### config.mk
export PLATFORM = sky130hd
export DESIGN_NAME = irda_rx_decoder
export DESIGN_NICKNAME = d
export VERILOG_FILES = /design/src/rtl/irda_rx_pkg.sv /design/src/rtl/irda_rx_datapath.sv /design/src/rtl/irda_rx_control.sv /design/src/rtl/irda_rx_decoder.sv
export SDC_FILE = /design/constraint.sdc
export NUM_CORES = 1
export LEC_CHECK = 0
export ABC_AREA = 1
export BUFFER_PORTS_ARGS = -buffer_cell sky130_fd_sc_hd__buf_2
export CAP_MARGIN = 15
export CORE_AREA = 2 2 39 41
export CTS_CLUSTER_DIAMETER = 100
export DETAILED_ROUTE_END_ITERATION = 8
export DIE_AREA = 0 0 41 43
export HOLD_SLACK_MARGIN = 0.1
export SYNTH_ARGS = -nofsm -noshare
export SYNTH_HDL_FRONTEND = slang
export SYNTH_SLANG_ARGS = --single-unit
### constraint.sdc
create_clock -name clk -period 3.85 [get_ports clk]
set_clock_uncertainty 0.15 [all_clocks]
set_input_delay 0.77 -clock clk [delete_from_list [all_inputs] [get_ports clk]]
set_output_delay 0.77 -clock clk [all_outputs]
set_load 0.02 [all_outputs]
### src/rtl/irda_rx_pkg.sv
package irda_rx_pkg;

  // Strobes from the control unit to the datapath.
  typedef struct packed {
    logic clearAll;    // enable low: drop all timing state
    logic acceptEdge;  // an edge is taken as a pulse: zero count, mark bit 0
    logic advance;     // step the local counter by one tick
    logic updateOut;   // counter reaches the update point: load output
  } dpStrobe_t;

endpackage

### src/rtl/irda_rx_datapath.sv
module irda_rx_datapath
  import irda_rx_pkg::*;
#(
  parameter int TICKS_PER_BIT = 16,
  parameter int UPDATE_AT     = 8,
  parameter int WIN_OPEN      = 12,
  parameter int SYNC_STAGES   = 2
) (
  input  logic      clk,
  input  logic      rst,
  input  logic      baudTick,
  input  logic      irRxIn,
  input  dpStrobe_t strb,
  output logic      fallEdge,
  output logic      atUpdate,
  output logic      atWinOpen,
  output logic      pulseSeen,
  output logic      rxdOut
);

  localparam int CNT_W = (TICKS_PER_BIT > 1) ? $clog2(TICKS_PER_BIT) : 1;
  localparam logic [CNT_W-1:0] CNT_LAST   = CNT_W'(TICKS_PER_BIT - 1);
  localparam logic [CNT_W-1:0] CNT_PRE_UP = CNT_W'(UPDATE_AT - 1);
  localparam logic [CNT_W-1:0] CNT_PRE_WO = CNT_W'(WIN_OPEN - 1);

  // Input synchroniser chain, idle level is high.
  logic [SYNC_STAGES-1:0] syncQ;
  logic                   prevQ;

  generate
    for (genvar s = 0; s < SYNC_STAGES; s++) begin : g_sync
      if (s == 0) begin : g_first
        always_ff @(posedge clk) begin
          if (rst) syncQ[0] <= 1'b1;
          else     syncQ[0] <= irRxIn;
        end
      end else begin : g_next
        always_ff @(posedge clk) begin
          if (rst) syncQ[s] <= 1'b1;
          else     syncQ[s] <= syncQ[s-1];
        end
      end
    end
  endgenerate

  always_ff @(posedge clk) begin
    if (rst) prevQ <= 1'b1;
    else     prevQ <= syncQ[SYNC_STAGES-1];
  end

  assign fallEdge = prevQ & ~syncQ[SYNC_STAGES-1];

  // Local tick counter, re-aligned by accepted pulses.
  logic [CNT_W-1:0] cnt;

  always_ff @(posedge clk) begin
    if (rst || strb.clearAll || strb.acceptEdge) begin
      cnt <= '0;
    end else if (strb.advance) begin
      if (cnt == CNT_LAST) cnt <= '0;
      else                 cnt <= cnt + 1'b1;
    end
  end

  assign atUpdate  = (cnt == CNT_PRE_UP);
  assign atWinOpen = (cnt == CNT_PRE_WO);

  // Pulse latch: set by an accepted edge, consumed at the update point.
  always_ff @(posedge clk) begin
    if (rst || strb.clearAll) pulseSeen <= 1'b0;
    else if (strb.acceptEdge) pulseSeen <= 1'b1;
    else if (strb.updateOut)  pulseSeen <= 1'b0;
  end

  // Decoded output register.
  always_ff @(posedge clk) begin
    if (rst || strb.clearAll) rxdOut <= 1'b1;
    else if (strb.updateOut)  rxdOut <= ~pulseSeen;
  end

  // Assertions
  a_r2_count_in_range: assert property (@(posedge clk) disable iff (rst)
    cnt <= CNT_LAST);

  a_r3_accept_zeroes_count: assert property (@(posedge clk) disable iff (rst)
    strb.acceptEdge |=> cnt == '0);

  a_r4_output_moves_on_tick: assert property (@(posedge clk) disable iff (rst)
    !$stable(rxdOut) |-> ($past(baudTick) || $past(strb.clearAll)));

  a_r4_zero_needs_pulse: assert property (@(posedge clk) disable iff (rst)
    $fell(rxdOut) |-> $past(pulseSeen));

  a_r9_disable_idles: assert property (@(posedge clk) disable iff (rst)
    strb.clearAll |=> (rxdOut && cnt == '0 && !pulseSeen));

endmodule

### src/rtl/irda_rx_control.sv
module irda_rx_control
  import irda_rx_pkg::*;
(
  input  logic      clk,
  input  logic      rst,
  input  logic      enable,
  input  logic      baudTick,
  input  logic      fallEdge,
  input  logic      atUpdate,
  input  logic      atWinOpen,
  input  logic      pulseSeen,
  output dpStrobe_t strb
);

  logic locked;
  logic winOpen;
  logic takeEdge;
  logic stepTick;
  logic doUpdate;

  // An edge is a pulse when unlocked, or locked with the window open.
  assign takeEdge = enable & fallEdge & (~locked | winOpen);
  // An accepted edge wins over a tick in the same clock.
  assign stepTick = enable & locked & baudTick & ~takeEdge;
  assign doUpdate = stepTick & atUpdate;

  always_comb begin
    strb            = '0;
    strb.clearAll   = ~enable;
    strb.acceptEdge = takeEdge;
    strb.advance    = stepTick;
    strb.updateOut  = doUpdate;
  end

  always_ff @(posedge clk) begin
    if (rst || !enable)            locked <= 1'b0;
    else if (takeEdge)             locked <= 1'b1;
    else if (doUpdate && !pulseSeen) locked <= 1'b0;
  end

  always_ff @(posedge clk) begin
    if (rst || !enable || takeEdge || doUpdate) winOpen <= 1'b0;
    else if (stepTick && atWinOpen)             winOpen <= 1'b1;
  end

  // Assertions
  a_r7_window_only_when_locked: assert property (@(posedge clk) disable iff (rst)
    winOpen |-> locked);

  a_r8_idle_bit_unlocks: assert property (@(posedge clk) disable iff (rst)
    (doUpdate && !pulseSeen && !takeEdge) |=> !locked);

  a_r3_edge_locks: assert property (@(posedge clk) disable iff (rst)
    (enable && fallEdge && !locked) |=> locked);

  a_r9_disabled_unlocked: assert property (@(posedge clk) disable iff (rst)
    !enable |=> (!locked && !winOpen));

endmodule

### src/rtl/irda_rx_decoder.sv
module irda_rx_decoder
  import irda_rx_pkg::*;
#(
  parameter int TICKS_PER_BIT = 16,
  parameter int UPDATE_AT     = 8,
  parameter int WIN_OPEN      = 12,
  parameter int SYNC_STAGES   = 2
) (
  input  logic clk,
  input  logic rst,
  input  logic enable,
  input  logic baudTick,
  input  logic irRxIn,
  output logic rxdOut
);

  dpStrobe_t strb;
  logic      fallEdge;
  logic      atUpdate;
  logic      atWinOpen;
  logic      pulseSeen;

  irda_rx_control u_ctrl (
    .clk       (clk),
    .rst       (rst),
    .enable    (enable),
    .baudTick  (baudTick),
    .fallEdge  (fallEdge),
    .atUpdate  (atUpdate),
    .atWinOpen (atWinOpen),
    .pulseSeen (pulseSeen),
    .strb      (strb)
  );

  irda_rx_datapath #(
    .TICKS_PER_BIT (TICKS_PER_BIT),
    .UPDATE_AT     (UPDATE_AT),
    .WIN_OPEN      (WIN_OPEN),
    .SYNC_STAGES   (SYNC_STAGES)
  ) u_dp (
    .clk       (clk),
    .rst       (rst),
    .baudTick  (baudTick),
    .irRxIn    (irRxIn),
    .strb      (strb),
    .fallEdge  (fallEdge),
    .atUpdate  (atUpdate),
    .atWinOpen (atWinOpen),
    .pulseSeen (pulseSeen),
    .rxdOut    (rxdOut)
  );

endmodule

Word level (Yosys, flattened, before mapping)
Cells that the tools add are included.
Word-level totals
  bits in registers: 11
  bits of input ports: 5
  output and inout bits: 1
  word-level logic and storage cells: 41
Cells by class
  $add $sub $neg: 1
  equality and inequality tests: 3
  muxes and demuxes: 5
  bitwise gates (word level): 13
  reductions and logical operators: 11
Operators by type and width (number)
  $eq 4x4->1 const B: 2
  $and 1x1->1: 7
  $logic_or 1x1->1: 5
  $not 1->1: 5
  $add 4x1->4 const B: 1
  $eq 4x3->1 const B: 1
  $mux 1: 4
  $mux 4: 1
  $reduce_bool 2->1: 2
  $logic_and 1x1->1: 2
  $logic_not 1->1: 2
  $or 1x1->1: 1

Longest topological paths before layout
Gate-level depths: netlist of the first run.
  word-level depth: 10
  gate-level depth with buffers: 8

Cells and area by module
From an unflattened synthesis of the first run, not the netlist that was laid out.
Second synthesis, totals
  cell total of the unflattened synthesis: 80
  area total of the unflattened synthesis: 545.5 sq um
Modules (own cells, without submodules)
  irda_rx_datapath: instances 1, cells an instance 50, area an instance 361.6 sq um, seq. area each 180.2 sq um
  irda_rx_control: instances 1, cells an instance 30, area an instance 183.9 sq um, seq. area each 40.0 sq um

Worst setup path after synthesis of the first run
No wires, ideal clock.
  path type: input to register
  from: in enable
  to: reg u_ctrl.locked
  data arrival time: 1.291 ns
  data required time: 3.587 ns
  slack: 2.296 ns
  stages on the path: 5
  cells stage by stage: nand2_1 > nor2_8 > nand4_1 > nand3_1 > nand2_1
Between the ends
  word-level cells in the longest chain between the ends: 7
  elaborated cells between the ends (all ways): 12
  those cells by class: mux (1); bitwise (7); reduce/logical (4)
RTL lines
  start, declared: RTL line irda_rx_decoder.sv:11  | input logic enable,
  $and 1x1->1 (2 in series): RTL line irda_rx_control.sv:22  | assign takeEdge = enable & fallEdge & (~locked | winOpen);
  $not 1->1: RTL line irda_rx_control.sv:24  | assign stepTick = enable & locked & baudTick & ~takeEdge;
  $and 1x1->1: RTL line irda_rx_control.sv:24
  $and 1x1->1: RTL line irda_rx_control.sv:25  | assign doUpdate = stepTick & atUpdate;
  $logic_and 1x1->1: RTL line irda_rx_control.sv:38  | else if (doUpdate && !pulseSeen) locked <= 1'b0;
  $reduce_bool 2->1 (no source line)
  end signal, assigned: RTL line irda_rx_control.sv:36  | if (rst || !enable) locked <= 1'b0;
  end signal, assigned: RTL line irda_rx_control.sv:37  | else if (takeEdge) locked <= 1'b1;
  end signal, assigned: RTL line irda_rx_control.sv:38
  end, declared: RTL line irda_rx_control.sv:15  | logic locked;
Several ways; a longest one is shown, not always the timed one.
A chain may end at the register's enable or synchronous reset.

Final worst setup path of the first run
  from: reg u_dp.rxdOut
  to: out rxdOut
RTL lines
  start, declared: RTL line irda_rx_datapath.sv:18  | output logic rxdOut
  start signal, assigned: RTL line irda_rx_datapath.sv:78  | else if (strb.updateOut) rxdOut <= ~pulseSeen;
  end, declared: RTL line irda_rx_decoder.sv:14  | output logic rxdOut
No word-level cell between the ends.

==> results of run 1 <==
## kinds of logic (layout without fill, tap and decap cells)
| kind of cell | count (synthesis) | count (layout) | share of synthesized area (%) |
|---|---|---|---|
| AO/OA/AOI/OAI | 4 | 4 | 5.49 |
| XOR/XNOR | 1 | 1 | 1.54 |
| AND/OR/NAND/NOR | 41 | 41 | 42.2 |
| flip-flops | 11 | 11 | 38.7 |
| adder cells (fa/ha/maj) | 1 | 1 | 2.20 |
| buffers and inverters | 13 | 21 | 9.89 |
## worst paths after layout
path | start | endpoint | slack (ps)
min reg2reg | u_dp.syncQ[1]$_SDFF_PP1_ | u_dp.prevQ$_SDFF_PP1_ | 290
min | u_dp.syncQ[1]$_SDFF_PP1_ | u_dp.prevQ$_SDFF_PP1_ | 290
max | u_dp.rxdOut$_SDFFE_PP1P_ | rxdOut | 2190
max reg2reg | u_dp.cnt[0]$_SDFFE_PP0P_ | u_ctrl.locked$_SDFFE_PP0P_ | 2430
## placed cells by master, fill, tap and decap left out, drive strengths merged
cell | Yosys | final
buf | 1 | 5
and3 | 2 | 2
xor2 | 1 | 1
nand3 | 9 | 9
nand3b | 1 | 1
or2 | 2 | 2
clkbuf | 0 | 4
nor2 | 5 | 5
a21oi | 4 | 4
ha | 1 | 1
dfxtp | 11 | 11
nand4 | 3 | 3
nand2 | 19 | 19
inv | 12 | 12
## area by class of cell
cell class / instances / area [um^2] / share of cell area, %
clock buffer: 4 / 26.3 / 4.17
inverter: 12 / 45.0 / 7.16
tap: 16 / 20.0 / 3.18
sequential: 11 / 220 / 35.0
multi-input combinational: 47 / 293 / 46.5
timing repair buffer: 5 / 25.0 / 3.98
## power groups by stage
| stage | combinational (mW) | sequential [mW] | clock (mW) |
|---|---|---|---|
| final | 0.0117 | 0.116 | 0.0775 |
| after global placement | 0.0120 | 0.118 | 0 |
| after floorplan | 0.00919 | 0.118 | 0 |
| after global routing | 0.0132 | 0.116 | 0.0889 |
| after CTS | 0.0120 | 0.116 | 0.0813 |
| after detailed placement | 0.0120 | 0.118 | 0 |
## layer usage
metal / vias up / wire length [um] / global-route usage [%]
met5: - / 0 / 0
met4: 0 / 19 / 10.0
met3: 2 / 35 / 3.14
met2: 7 / 428 / 19.7
met1: 198 / 404 / 15.5
li1: 243 / - / -
## sequential cells by signal (all words and copies together), names as in the netlist
| name | flops |
|---|---|
| u_dp.syncQ | 2 |
| u_ctrl.winOpen | 1 |
| u_dp.pulseSeen | 1 |
| u_dp.cnt | 4 |
| u_dp.rxdOut | 1 |
| u_dp.prevQ | 1 |
| u_ctrl.locked | 1 |
## through the flow
| stage | instance area [um^2] | power [mW] | hold slack [ps] |
|---|---|---|---|
| final | 629 | 0.205 | 291 |
| after global routing | 629 | 0.218 | 315 |
| after CTS | 629 | 0.209 | 296 |
| after detailed placement | 603 | 0.131 | 272 |
| after global placement | 603 | 0.130 | 275 |
| after floorplan | 569 | 0.127 | 239 |
==> out/qor.csv, run 1 <==
metric,value,unit
DRC,0,
root buffer cell,clkbuf_4,
Synth top area share,38.7,%
DP HPWL,746,um
CTS tree,built,
CP peak stage delay,320,ps
Core ar.,1380,um^2
Synth area leaders,"dfxtp_1, nand2_1, inv_1",
postcts setup bufs,0,
Mapped Avg Cell Area,8.02,um^2
startpoint types,register,
Hold Path Class,register to register,
Critical path buffers and inverters,1,
reg2reg path depth,6,
GR Util All Layers,13.2,%
I/O pins,6,
# rows,14,
RSZ-0062 raised after global routing,no,
mapped cell area,569,um^2
P_sw,45.3,uW
crit end category,primary output,
Lkg Pwr,0.280,nW
total routed wirelength,886,um
post_cts resized,0,
Setup Viol. Count Final,0,
chip height,43,um
Post-Layout Cell Count,95,
Placer Congestion,0.788,
Antenna Nets Post-Route,0,
"Top FF cell, synth",dfxtp_1,
CP Max Fanout,2,
run status,"complete, no violations",
FMAX,602,MHz
PwrDens,326,nW/um^2
Critical Path Slowest Stage Cell,dfxtp_1,
CP Depth,1,
Avg WL per Cell,9.33,um
grt ovf,0,
die width,41,um
initial core utilization,41.1,%
clock share of power,37.8,%
final-report max-slew violation count,0,
1st-pass router iterations,2,
hold path cells,2,
fillcell total,142,
final setup TNS,0,ps
power share of the sequential group,56.5,%
Worst Tran Pin Value,197,ps
"Seq/Total Area, Yosys",38.7,%
synthesis-to-finish area growth,10.5,%
Skew-Pair Late Insertion Delay,270,ps
synth unique cells,21,
layout cells sized above 1,30.4,%
Util after Layout,45.5,%
number of global-route vias before repair,423,
Logic pwr share,5.7,%
nets,86,
first-pass GRT wire length,1520,um
initial antenna violation count,0,
top-count cell post-synth,nand2_1,
Hold Buf Count CTS,0,
DIE AREA,1760,um^2
number of synthesized flops with an enable pin,0,
largest net degree at the start of global routing,13,
vias per inst,4.74,
max cap viols,0,
clock sinks,11,
TritonCTS buffer count,3,
CTS HTree Levels,1,
crit-path cells,buf_2,
final worst setup slack,2190,ps
Clock transition at path regs,60,ps
"flops & latches, synth",11,
"Async S/R FF share, synth",0,%
"Net Count, Synth",77,
switch share,22.1,%
critical path data arrival time,740,ps
Internal Power,160,uW
maximum VDD drop,0.000217,V
Ys Warns,0,
Final Hold Viols,0,
Yosys top cell by area,dfxtp_1,
DP Cell Count,91,
required time worst endpoint,2930,ps
vias,450,
fin crit share,43.1,%
Iteration-0 DRC Markers,7,
number of diodes,0,
Setup CP Type,register to primary output,
Max clock buf depth,2,
synth cell count leaders,"nand2_1, dfxtp_1, inv_1, nand3_1",
Placement Setup Slack,2100,ps
Final min period,1660,ps
Port Buffers,5,
CP top delay family,flip-flops,
Slew HR,86.9,%
Synth Instances,71,
(Power assumes the default switching activity.)
==> run 2, diff against run 1 <==
==> constraint.sdc (replaced) <==
create_clock -name clk -period 1.63 [get_ports clk]
set_clock_uncertainty 0.15 [all_clocks]
set_input_delay 0.326 -clock clk [delete_from_list [all_inputs] [get_ports clk]]
set_output_delay 0.326 -clock clk [all_outputs]
set_load 0.02 [all_outputs]
==> run 2 against run 1 <==
  * Sequential share of layout area down 0.55 points
  * Via count increased by 2.9%
  * Sequential power grew 140%
  * Critical endpoint is now u_ctrl.locked$_SDFFE_PP0P_
  * Largest power group unchanged
==> out/qor.csv, run 2 (same netlist as run 1, synthesis figures left out) <==
metric,value,unit,change
number of diodes,0,,unchanged
root buffer cell,clkbuf_4,,
initial core utilization,41.1,%,unchanged
CP Max Fanout,4,,+2
maximum VDD drop,0.000483,V,+120%
number of global-route vias before repair,415,,-1.9%
DP HPWL,715,um,-4.2%
postcts setup bufs,0,,unchanged
crit-path cells,ha_1 -> nand2_1 -> nor2_1 -> nand4_1 -> nand3_1 -> nand2_1,,
DIE AREA,1760,um^2,unchanged
Final Hold Viols,0,,unchanged
startpoint types,register,,
first-pass GRT wire length,1640,um,+7.7%
PwrDens,776,nW/um^2,+140%
GR Util All Layers,14.1,%,+0.90 points
Skew-Pair Late Insertion Delay,280,ps,about the same
Core ar.,1380,um^2,unchanged
run status,"complete, no violations",,
Worst Tran Pin Value,197,ps,-0.0216 ps
Antenna Nets Post-Route,0,,unchanged
CP top delay family,simple AND/OR/NAND/NOR gates,,
R2R Path End,u_ctrl.locked$_SDFFE_PP0P_,,
largest register by flop count,u_dp.cnt,,
hold path cells,2,,unchanged
RSZ-0062 raised after global routing,no,,
vias per inst,4.82,,+1.8%
Slew HR,86.9,%,about the same
Lkg Pwr,0.284,nW,+1.5%
FMAX,726,MHz,
die width,41,um,unchanged
Placer Congestion,0.732,,-7.1%
Util after Layout,46.2,%,+0.72 points
CTS tree,built,,
fin crit share,84.5,%,
Setup Viol. Count Final,0,,unchanged
clock sinks,11,,unchanged
Hold Buf Count CTS,1,,+1
"reg-to-reg slack, setup",250,ps,-2180 ps
total routed wirelength,925,um,+4.4%
1st-pass router iterations,4,,+2
layout cells sized above 1,30.0,%,-0.38 points
fillcell total,147,,+3.5%
DRC,0,,unchanged
synthesis-to-finish area growth,12.3,%,
most frequent CP cell,nand2_1,,
hold_sp,rst,,
grt ovf,0,,unchanged
vias,463,,+2.9%
final-report max-slew violation count,0,,unchanged
worst reg2reg startpoint,u_dp.cnt[0]$_SDFFE_PP0P_,,
CTS HTree Levels,1,,unchanged
initial antenna violation count,0,,unchanged
Iteration-0 DRC Markers,8,,+1
Critical Path Slowest Stage Cell,dfxtp_1,,
"commonest non-fill, non-tap cells in the layout","nand2_1, dfxtp_1, inv_1, nand3_1, buf_2",,
placement-stage cell area,603,um^2,unchanged
multi-input logic area,293,um^2,unchanged
crit end category,register,,
required time worst endpoint,1650,ps,-1280 ps
post_cts resized,0,,unchanged
Avg WL per Cell,9.64,um,+3.3%
# rows,14,,unchanged
Max clock buf depth,2,,unchanged
I/O pins,6,,unchanged
Clock transition at path regs,80,ps,+20 ps
Port Buffers,5,,unchanged
Final min period,1380,ps,
largest net degree at the start of global routing,13,,unchanged
register area,220,um^2,unchanged
largest registers,"u_dp.cnt x4, u_dp.syncQ x2",,
reg2reg path depth,6,,unchanged
Hold Path Class,input pin to register,,
"commonest non-fill, non-tap cell in the layout",nand2_1,,
critical path data arrival time,1400,ps,+660 ps
nets,87,,+1.2%
Setup CP Type,register to register,,
Final Cell Area,639,um^2,+1.6%
max cap viols,0,,unchanged
chip height,43,um,unchanged
hold endpoint,u_dp.syncQ[0]$_SDFF_PP1_,,
TritonCTS buffer count,3,,unchanged
final setup TNS,0,ps,unchanged
max reg flops,4,,unchanged
CP peak stage delay,390,ps,+70 ps
Critical path buffers and inverters,0,,-1
[run 2: changes by cell type in the layout (fill, tap and decap cells not counted), sizes merged]
cell	before	now
dlygate4sd3	0	1
[run 2: layout make-up]
cell class	count	area share, %
multi-input combinational	47	45.8
sequential	11	34.4
clock buffer	4	4.11
timing repair buffer	6	5.48
inverter	12	7.05
tap	16	3.13
[run 2: metal layers]
layer  vias to the layer above  global-route usage [%]  share of wire [%]
met5                         -                       0                  0
met4                         0                    12.0                4.4
met3                         5                    3.14                3.7
met2                        10                    18.4                 44
met1                       206                    18.7                 48
li1                        242                       -                  -
[run 2: through the flow]
step / setup slack, ps / instances / power, mW / hold slack (ps)
finish: 252 / 96 / 0.496 / 108
global route: 138 / 96 / 0.517 / 124
CTS: 234 / 96 / 0.504 / 102
detailed placement: 257 / 91 / 0.309 / 256
global placement: 285 / 91 / 0.309 / 265
floorplan: 357 / 71 / 0.301 / 239
[run 2: power by group]
part	switching (mW)	leakage (nW)	internal [mW]	total, mW
Sequential	0.00123	0.0893	0.272	0.273
Combinational	0.0187	0.180	0.0118	0.0305
Clock	0.0972	0.0150	0.0949	0.192
[run 2: how the worst max path moves through the flow]
stage                             startpoint                    endpoint  slack [ps]  cells after the start
finish              u_dp.cnt[0]$_SDFFE_PP0P_  u_ctrl.locked$_SDFFE_PP0P_         250                      6
global route        u_dp.cnt[0]$_SDFFE_PP0P_  u_ctrl.locked$_SDFFE_PP0P_         140                      6
global placement    u_dp.cnt[0]$_SDFFE_PP0P_  u_ctrl.locked$_SDFFE_PP0P_         280                      6
floorplan           u_dp.cnt[0]$_SDFFE_PP0P_  u_ctrl.locked$_SDFFE_PP0P_         360                      6
detailed placement  u_dp.cnt[0]$_SDFFE_PP0P_  u_ctrl.locked$_SDFFE_PP0P_         260                      6
CTS                 u_dp.cnt[0]$_SDFFE_PP0P_  u_ctrl.locked$_SDFFE_PP0P_         230                      6
==> run 3, diff against run 2 <==
==> constraint.sdc (replaced) <==
create_clock -name clk -period 1.3 [get_ports clk]
set_clock_uncertainty 0.15 [all_clocks]
set_input_delay 0.26 -clock clk [delete_from_list [all_inputs] [get_ports clk]]
set_output_delay 0.26 -clock clk [all_outputs]
set_load 0.02 [all_outputs]
==> run 3 against run 2 <==
  * Combinational power rose by 65%
  * Non-clock buffer count grew 5
  * Via count rose by 3.5%
  * Final area rose by 14%
  * Utilization increased by 6.3 points
  * Final cell count is 6.3% higher
  * Sequential cell count stayed put
  * Highest routed layer unchanged
==> out/qor.csv, run 3 (same netlist as run 1, synthesis figures left out) <==
metric,value,unit,change
run status,"complete, no violations",,
Placement Setup Slack,11.0,ps,-246 ps
PwrDens,868,nW/um^2,+12%
root buffer cell,clkbuf_4,,
max cap viols,0,,unchanged
CTS tree,built,,
chip height,43,um,unchanged
Setup Viol. Count Final,0,,unchanged
Skew-Pair Late Insertion Delay,280,ps,about the same
placement-stage cell area,638,um^2,+5.8%
initial core utilization,41.1,%,unchanged
Final Cell Area,727,um^2,+14%
grt ovf,0,,unchanged
multi-input logic area,322,um^2,+9.8%
Core ar.,1380,um^2,unchanged
vias,479,,+3.5%
largest register by flop count,u_dp.cnt,,
required time worst endpoint,1310,ps,-340 ps
Critical path buffers and inverters,2,,+2
number of diodes,0,,unchanged
largest registers,"u_dp.cnt x4, u_dp.syncQ x2",,
crit-path cells,buf_2 -> dlygate4sd3_1 -> or2_2,,
final worst setup slack,90.8,ps,-161 ps
GR Util All Layers,14.7,%,+0.59 points
DIE AREA,1760,um^2,unchanged
Placer Congestion,0.781,,+6.7%
CTS HTree Levels,1,,unchanged
die width,41,um,unchanged
initial antenna violation count,0,,unchanged
P_sw,148,uW,+26%
Worst Tran Pin Value,264,ps,+67.0 ps
clock share of power,37.6,%,-1.1 points
nets,93,,+6.9%
Power Total,631,uW,+27%
first-pass GRT wire length,1680,um,+2.5%
CP peak stage delay,560,ps,+170 ps
critical path data arrival time,1220,ps,-180 ps
fillcell total,134,,-8.8%
CP Max Fanout,2,,-2
number of global-route vias before repair,400,,-3.6%
WHS,238,ps,+131 ps
total routed wirelength,1100,um,+19%
fin crit share,93.0,%,
synthesis-to-finish area growth,27.7,%,
switch share,23.5,%,-0.13 points
Clock transition at path regs,70,ps,about the same
Final min period,1210,ps,
Logic pwr share,8.0,%,+1.9 points
DRC,0,,unchanged
Port Buffers,5,,unchanged
Slew HR,82.4,%,-4.5 points
Worst Setup SP,rst,,
# rows,14,,unchanged
power share of the sequential group,54.4,%,-0.7 points
FMAX,827,MHz,
final-report max-slew violation count,0,,unchanged
"commonest non-fill, non-tap cell in the layout",nand2_1,,
1st-pass router iterations,4,,unchanged
vias per inst,4.70,,-2.6%
Avg WL per Cell,10.8,um,+12%
register area,224,um^2,+1.7%
Max clock buf depth,2,,unchanged
final setup TNS,0,ps,unchanged
clock sinks,11,,unchanged
Antenna Nets Post-Route,0,,unchanged
Setup CP Type,input pin to register,,
Critical Path Slowest Stage Cell,dlygate4sd3_1,,
CP top delay family,buffers and inverters,,
DP HPWL,736,um,+3.0%
layout cells sized above 1,40.7,%,+11 points
largest net degree at the start of global routing,12,,-1
Internal Power,483,uW,+27%
max reg flops,4,,unchanged
maximum VDD drop,0.000395,V,-18%
hold_sp,rst,,
RSZ-0062 raised after global routing,no,,
startpoint types,input pin,,
TritonCTS buffer count,3,,unchanged
worst reg2reg startpoint,u_ctrl.winOpen$_SDFFE_PP0P_,,
"commonest non-fill, non-tap cells in the layout","nand2_1, inv_1, dfxtp_1, nand3_1, buf_2",,
Final Hold Viols,0,,unchanged
crit end category,register,,
Iteration-0 DRC Markers,8,,unchanged
postcts setup bufs,0,,unchanged
I/O pins,6,,unchanged
Hold Path Class,input pin to register,,
Lkg Pwr,0.313,nW,+10%
## run 3: cell types whose count changed in the layout (fill, tap and decap cells not counted), moves of 2 or more
cell and change:
dlygate4sd3_1 +2, dfxtp_1 -3, dfxtp_2 +3, buf_4 +2
## run 3: final cells by class
class                   instances  area share [%]
clock buffers                   4            3.61
inverters                      12            6.20
multi-input cells              48            44.2
flip-flops and latches         11            30.8
well taps                      16            2.75
repair buffers                 11            12.4
## run 3: per-layer routing
layer	track usage, %	vias to the layer above	wire length (um)
met5	0	-	0
met4	6.00	0	11
met3	9.42	2	54
met2	19.4	8	518
met1	18.6	212	516
li1	-	257	-
## run 3: per-stage QoR
step / util [%] / cells
3_3_place_gp: 46.1 / 94
5_1_grt: 52.5 / 102
6_report: 52.5 / 102
2_1_floorplan: - / 71
3_5_place_dp: 46.1 / 94
4_1_cts: 50.2 / 101
## run 3: worst reg2reg max path: cells and delay by family (launching register included)
family | cells | cell delay, ps
simple gates | 3 | 360
flops | 1 | 300
buf+inv | 3 | 200
compound gates | 1 | 100
## run 3: power groups by stage
stage / Combinational, mW / Clock [mW] / Sequential (mW)
final: 0.0503 / 0.237 / 0.343
after global routing: 0.0551 / 0.265 / 0.344
after CTS: 0.0472 / 0.244 / 0.343
after detailed placement: 0.0402 / 0 / 0.351
after global placement: 0.0401 / 0 / 0.351
after floorplan: 0.0272 / 0 / 0.350
## run 3: final timing paths
| path | endpoint | slack (ps) | cells after the start |
|---|---|---|---|
| max reg2reg | u_dp.cnt[0]$_SDFFE_PP0P_ | 110 | 7 |
| min | u_ctrl.winOpen$_SDFFE_PP0P_ | 240 | 6 |
| max | u_dp.syncQ[1]$_SDFF_PP1_ | 90 | 3 |
| min reg2reg | u_dp.syncQ[1]$_SDFF_PP1_ | 290 | 1 |
## run 3: timing repair
| action | CTS | global route |
|---|---|---|
| gates resized for setup | 0 | 8 |
| hold endpoints to repair | 3 | 0 |
| setup endpoints to repair | 0 | 5 |
| hold buffers | 3 | 0 |
